`src/rtl/irqf_pkg.sv`:
```
package irqf_pkg;

    typedef enum logic [1:0] {
        CELL_IDLE  = 2'd0,
        CELL_SET   = 2'd1,
        CELL_ARMED = 2'd2
    } cell_state_e;

endpackage

```
`src/rtl/irqf_flag_cell.sv`:
```
module irqf_flag_cell
    import irqf_pkg::*;
(
    input  logic clk,
    input  logic rst_n,
    input  logic set_i,
    input  logic rd_i,
    input  logic wr_i,
    input  logic wbit_i,
    output logic flag_o
);

    cell_state_e state_q;
    cell_state_e state_d;

    // state register
    always_ff @(posedge clk) begin
        if (!rst_n) state_q <= CELL_IDLE;
        else        state_q <= state_d;
    end

    // next state: set beats write, write beats read
    always_comb begin
        state_d = state_q;
        unique case (state_q)
            CELL_IDLE: begin
                if (set_i) state_d = CELL_SET;
            end
            CELL_SET: begin
                if (set_i)     state_d = CELL_SET;
                else if (wr_i) state_d = CELL_SET;
                else if (rd_i) state_d = CELL_ARMED;
            end
            CELL_ARMED: begin
                if (set_i)               state_d = CELL_SET;
                else if (wr_i && wbit_i) state_d = CELL_IDLE;
                else if (wr_i)           state_d = CELL_SET;
            end
            default: state_d = CELL_IDLE;
        endcase
    end

    // outputs
    always_comb begin
        unique case (state_q)
            CELL_SET, CELL_ARMED: flag_o = 1'b1;
            default:              flag_o = 1'b0;
        endcase
    end

endmodule

```
`src/rtl/irqf_mask_reg.sv`:
```
module irqf_mask_reg #(
    parameter int NBUF = 16
) (
    input  logic            clk,
    input  logic            rst_n,
    input  logic            wr_i,
    input  logic [NBUF-1:0] wdata_i,
    output logic [NBUF-1:0] mask_o
);

    always_ff @(posedge clk) begin
        if (!rst_n)    mask_o <= '0;
        else if (wr_i) mask_o <= wdata_i;
    end

endmodule

```
`src/rtl/irqf_bus_dec.sv`:
```
module irqf_bus_dec #(
    parameter int NBUF      = 16,
    parameter int AW        = 4,
    parameter int FLAG_ADDR = 0,
    parameter int MASK_ADDR = 1
) (
    input  logic            clk,
    input  logic            rst_n,
    input  logic [AW-1:0]   addr_i,
    input  logic            rd_i,
    input  logic            wr_i,
    input  logic [NBUF-1:0] flag_i,
    input  logic [NBUF-1:0] mask_i,
    output logic            rd_flag_o,
    output logic            wr_flag_o,
    output logic            wr_mask_o,
    output logic [NBUF-1:0] rdata_o
);

    localparam logic [AW-1:0] FlagSel = AW'(FLAG_ADDR);
    localparam logic [AW-1:0] MaskSel = AW'(MASK_ADDR);

    logic hit_flag;
    logic hit_mask;

    assign hit_flag  = (addr_i == FlagSel);
    assign hit_mask  = (addr_i == MaskSel);
    assign rd_flag_o = rd_i && hit_flag;
    assign wr_flag_o = wr_i && hit_flag;
    assign wr_mask_o = wr_i && hit_mask;

    always_ff @(posedge clk) begin
        if (!rst_n) begin
            rdata_o <= '0;
        end else if (rd_i) begin
            if (hit_flag)      rdata_o <= flag_i;
            else if (hit_mask) rdata_o <= mask_i;
            else               rdata_o <= '0;
        end else begin
            rdata_o <= '0;
        end
    end

endmodule

```
`src/rtl/irqf_irq_gen.sv`:
```
module irqf_irq_gen #(
    parameter int NBUF = 16
) (
    input  logic            clk,
    input  logic            rst_n,
    input  logic [NBUF-1:0] flag_i,
    input  logic [NBUF-1:0] mask_i,
    output logic            irq_o
);

    logic [NBUF-1:0] live;

    assign live = flag_i & mask_i;

    always_ff @(posedge clk) begin
        if (!rst_n) irq_o <= 1'b0;
        else        irq_o <= |live;
    end

endmodule

```
`src/rtl/irq_flag_bank.sv`:
```
module irq_flag_bank #(
    parameter int NBUF      = 16,
    parameter int AW        = 4,
    parameter int FLAG_ADDR = 0,
    parameter int MASK_ADDR = 1
) (
    input  logic            clk,
    input  logic            rst_n,
    input  logic [NBUF-1:0] set_evt,
    input  logic [AW-1:0]   bus_addr,
    input  logic            bus_rd,
    input  logic            bus_wr,
    input  logic [NBUF-1:0] bus_wdata,
    output logic [NBUF-1:0] bus_rdata,
    output logic            irq
);

    logic            rd_flag;
    logic            wr_flag;
    logic            wr_mask;
    logic [NBUF-1:0] flag_vec;
    logic [NBUF-1:0] mask_vec;

    irqf_bus_dec #(
        .NBUF      (NBUF),
        .AW        (AW),
        .FLAG_ADDR (FLAG_ADDR),
        .MASK_ADDR (MASK_ADDR)
    ) u_dec (
        .clk       (clk),
        .rst_n     (rst_n),
        .addr_i    (bus_addr),
        .rd_i      (bus_rd),
        .wr_i      (bus_wr),
        .flag_i    (flag_vec),
        .mask_i    (mask_vec),
        .rd_flag_o (rd_flag),
        .wr_flag_o (wr_flag),
        .wr_mask_o (wr_mask),
        .rdata_o   (bus_rdata)
    );

    for (genvar n = 0; n < NBUF; n++) begin : g_cell
        irqf_flag_cell u_cell (
            .clk    (clk),
            .rst_n  (rst_n),
            .set_i  (set_evt[n]),
            .rd_i   (rd_flag),
            .wr_i   (wr_flag),
            .wbit_i (bus_wdata[n]),
            .flag_o (flag_vec[n])
        );
    end

    irqf_mask_reg #(
        .NBUF (NBUF)
    ) u_mask (
        .clk     (clk),
        .rst_n   (rst_n),
        .wr_i    (wr_mask),
        .wdata_i (bus_wdata),
        .mask_o  (mask_vec)
    );

    irqf_irq_gen #(
        .NBUF (NBUF)
    ) u_irq (
        .clk    (clk),
        .rst_n  (rst_n),
        .flag_i (flag_vec),
        .mask_i (mask_vec),
        .irq_o  (irq)
    );

endmodule

```
`config.mk`:
```
export PLATFORM = sky130hd
export DESIGN_NAME = irq_flag_bank
export DESIGN_NICKNAME = d
export VERILOG_FILES = /design/src/rtl/irqf_pkg.sv /design/src/rtl/irqf_flag_cell.sv /design/src/rtl/irqf_mask_reg.sv /design/src/rtl/irqf_bus_dec.sv /design/src/rtl/irqf_irq_gen.sv /design/src/rtl/irq_flag_bank.sv
export SDC_FILE = /design/constraint.sdc
export NUM_CORES = 1
export LEC_CHECK = 0
export BUFFER_PORTS_ARGS = -buffer_cell sky130_fd_sc_hd__buf_2
export CAP_MARGIN = 25
export CELL_PAD_IN_SITES_DETAIL_PLACEMENT = 1
export CELL_PAD_IN_SITES_GLOBAL_PLACEMENT = 1
export CORE_AREA = 4 4 99 101
export CTS_CLUSTER_SIZE = 30
export DETAILED_ROUTE_END_ITERATION = 10
export DIE_AREA = 0 0 103 105
export HOLD_SLACK_MARGIN = 0.06
export MAX_ROUTING_LAYER = met4
export PLACE_DENSITY = 0.95
export RECOVER_POWER = 25
export SKIP_LAST_GASP = 1
export SLEW_MARGIN = 20
export SYNTH_ARGS = -nofsm -noshare
export SYNTH_HDL_FRONTEND = slang
export SYNTH_SLANG_ARGS = --single-unit
```
`constraint.sdc`:
```
create_clock -name clk -period 4.6 [get_ports clk]
set_clock_uncertainty 0.1 [all_clocks]
set_input_delay 0.92 -clock clk [delete_from_list [all_inputs] [get_ports clk]]
set_output_delay 0.92 -clock clk [all_outputs]
set_load 0.01 [all_outputs]
```
==> qor.txt <==
Outcome -> finished with violations
Failing checks -> max-capacitance violations, max-slew violations
Number of synthesized register bits -> 65
Worst Hold Launch -> u_mask.mask_o[0]
Die height -> 105 um
Post-route DRC -> 0
Slew margin rel. -> -0.0920
Gate power share -> 0.294
RSZ-0062 raised after global routing -> false
Core area -> 9020 um^2
CP startpoint -> bus_addr[3]
Num CTS Buffers -> 9
Area growth, synth to finish -> 13.8%
Tightest Hold Check Type -> reg -> reg
First-pass GRT wire length -> 22.3 mm
Post-synth EDFFs -> 0
Hold buffers post-CTS -> 0
Pins Over Slew Limit -> 10
Grt total ovfl -> 0
Worst skew pair latency -> 0.37 ns
WL/cell -> 20.3 um
Root Driver -> clkbuf_8
Iter 0 DRT Violations -> 146
Final ANT Viol Nets -> 0
Synth area leader -> dfxtp_1
CP endpoint -> u_mask.mask_o[8]
Initial core utilization -> 0.460
Critical path class -> in -> reg
Max clock buf depth -> 2
Final WS setup -> 1.11 ns
Pin count of the biggest net entering global routing -> 44
Crit Reg-Reg Endpoint -> u_irq.irq_o
Post-CTS Setup Inserts -> 0
Final period utilization -> 0.759
Commonest non-fill, non-tap cell in the layout -> dfxtp_1
Seq/Total Area, Yosys -> 0.313
Main synth FF type -> dfxtp_1
Clock Power Share -> 0.325
Leading post-synthesis cells by cell area -> dfxtp_1 31%, ha_1 19%, nand2_1 4.6%
Pre-Repair DR Iteration Count -> 4
Async SR Flop Fraction -> 0
Critical Path Fanout Max -> 16
Power Dens Cells -> 369 nW/um^2
Antenna Cells -> 0
Switch Pwr -> 0.000622 W
Peak supply drop -> 0.176 mV
Sw frac -> 0.357
Die area -> 10800 um^2
Worst R2R Start -> g_cell[5].u_cell.state_q[1]
Most frequent cells in the layout -> 65 x dfxtp_1, 64 x ha_1, 51 x nand2_1, 49 x nor2_1, 45 x inv_1
Pre-CTS setup slack -> 1.25 ns
Worst hold path cell count -> 2
Final setup violation count -> 0
Worst reg-to-reg setup slack -> 2.71 ns
CTS tree -> yes
Via/cell ratio -> 6.05
Fin. Hold Viols -> 0
Initial antenna violation count -> 0
Max Cap Violations -> 1
Net Count, Synth -> 599
R2R cell count -> 5
Syn Std Cell Area -> 4150 um^2
Fill cells -> 1108
Critical Path Start Type -> input pin
Detailed placement HPWL -> 9.03 mm
Fraction of layout cells with a size suffix above 1 -> 0.127
Endpoint class of the critical path -> register
Die X -> 103 um
Minimum clock period -> 3.49 ns
Part of the power in registers -> 0.381
Setup TNS Final -> 0 ns
Slew @ Worst Pin -> 1.62 ns
Post-synthesis cell count -> 495
Internal power -> 0.00112 W
H-Tree Depth -> 3
Leak Pwr -> 1.90 nW
Fin nets -> 651
Overall global routing resource usage -> 0.268
Clock Pin Slew Worst Setup and Hold Paths -> 0.10 ns
WP data arrival -> 3.55 ns
Io pins -> 57
Vias in the first global route -> 4567
CP required -> 4.66 ns
Post-Syn Area per Cell -> 8.39 um^2
CTS Sinks -> 65
Fmax -> 0.286 GHz
Via count -> 4014
YS warnings -> 0
Count of cell types in the netlist -> 38
Row Count -> 35
Port Buffers -> 56
Final WL -> 13.5 mm
Post-CTS sizing -> 0
Synth top area share -> 0.313
RePlAce Congestion -> 0.830
synth_stat cells, types with 6 or more instances:
library cell	count
dfxtp_1	65
inv_1	44
nand2_1	51
a31oi_1	14
clkbuf_1	15
or3_1	11
a211oi_1	9
a221oi_1	12
nor3_1	18
a22oi_1	18
ha_1	64
nor4_1	6
mux2i_1	17
or4_1	6
nor2_1	49
a21oi_1	35
through the flow:
step	util	cells	hold slack (ns)	instance area (um^2)	total power, W
final	0.524	663	0.380	4730	0.00174
after global routing	0.524	663	0.412	4730	0.00184
after detailed placement	0.503	647	0.370	4540	0.00116
after floorplan	-	495	0.349	4150	0.00101
after CTS	0.527	663	0.381	4750	0.00175
after global placement	0.502	647	0.357	4530	0.00112
worst max-delay path: stages:
cell	delay (ns)
clkbuf_1	0.13
nor4b_1	1.35
nand2_1	0.76
nand2_1	0.24
a21oi_1	0.14
area by class of cell:
class	count	area [um^2]	share of cell area
Multi-Input combinational cell	364	2590	0.549
Sequential cell	65	1300	0.275
Timing Repair Buffer	62	303	0.0641
Inverter	45	169	0.0357
Tap cell	111	139	0.0294
Clock buffer	9	124	0.0262
Clock inverter	7	95.1	0.0201
worst min-delay path by stage:
| stage | to | slack (ns) |
|---|---|---|
| global route | u_mask.mask_o[5] | 0.41 |
| CTS | u_mask.mask_o[0] | 0.38 |
| global placement | u_mask.mask_o[0] | 0.36 |
| detailed placement | u_mask.mask_o[0] | 0.37 |
| floorplan | u_mask.mask_o[13] | 0.35 |
| finish | u_mask.mask_o[0] | 0.38 |
per-layer routing:
layer / track usage / share of wire / routed length (um)
met4: 0.159 / 0.048 / 652
met3: 0.0434 / 0.047 / 634
met1: 0.285 / 0.39 / 5250
met5: - / 0 / 0
met2: 0.456 / 0.52 / 6950
state kept, by name, summed over array words and instances, names as in the netlist:
name / flops
g_cell.u_cell.state_q: 32
u_irq.irq_o: 1
u_mask.mask_o: 16
u_dec.rdata_o: 16
kinds of logic after synthesis:
| logic type | count (synthesis) | synth area share |
|---|---|---|
| AND/OR/NAND/NOR | 166 | 0.198 |
| adder cells (fa/ha/maj) | 64 | 0.193 |
| AO/OA/AOI/OAI | 117 | 0.193 |
| buffers and inverters | 66 | 0.0609 |
| multiplexers | 17 | 0.0410 |
| flip-flops | 65 | 0.313 |
power by group through the flow:
| stage | clock (W) | combinational, W | sequential (W) |
|---|---|---|---|
| floorplan | 0 | 0.000354 | 0.000660 |
| global placement | 0 | 0.000450 | 0.000668 |
| detailed placement | 0 | 0.000486 | 0.000674 |
| CTS | 0.000571 | 0.000509 | 0.000664 |
| global route | 0.000601 | 0.000569 | 0.000672 |
| finish | 0.000567 | 0.000512 | 0.000665 |
No activity file was read; power rests on OpenSTA's default activity.
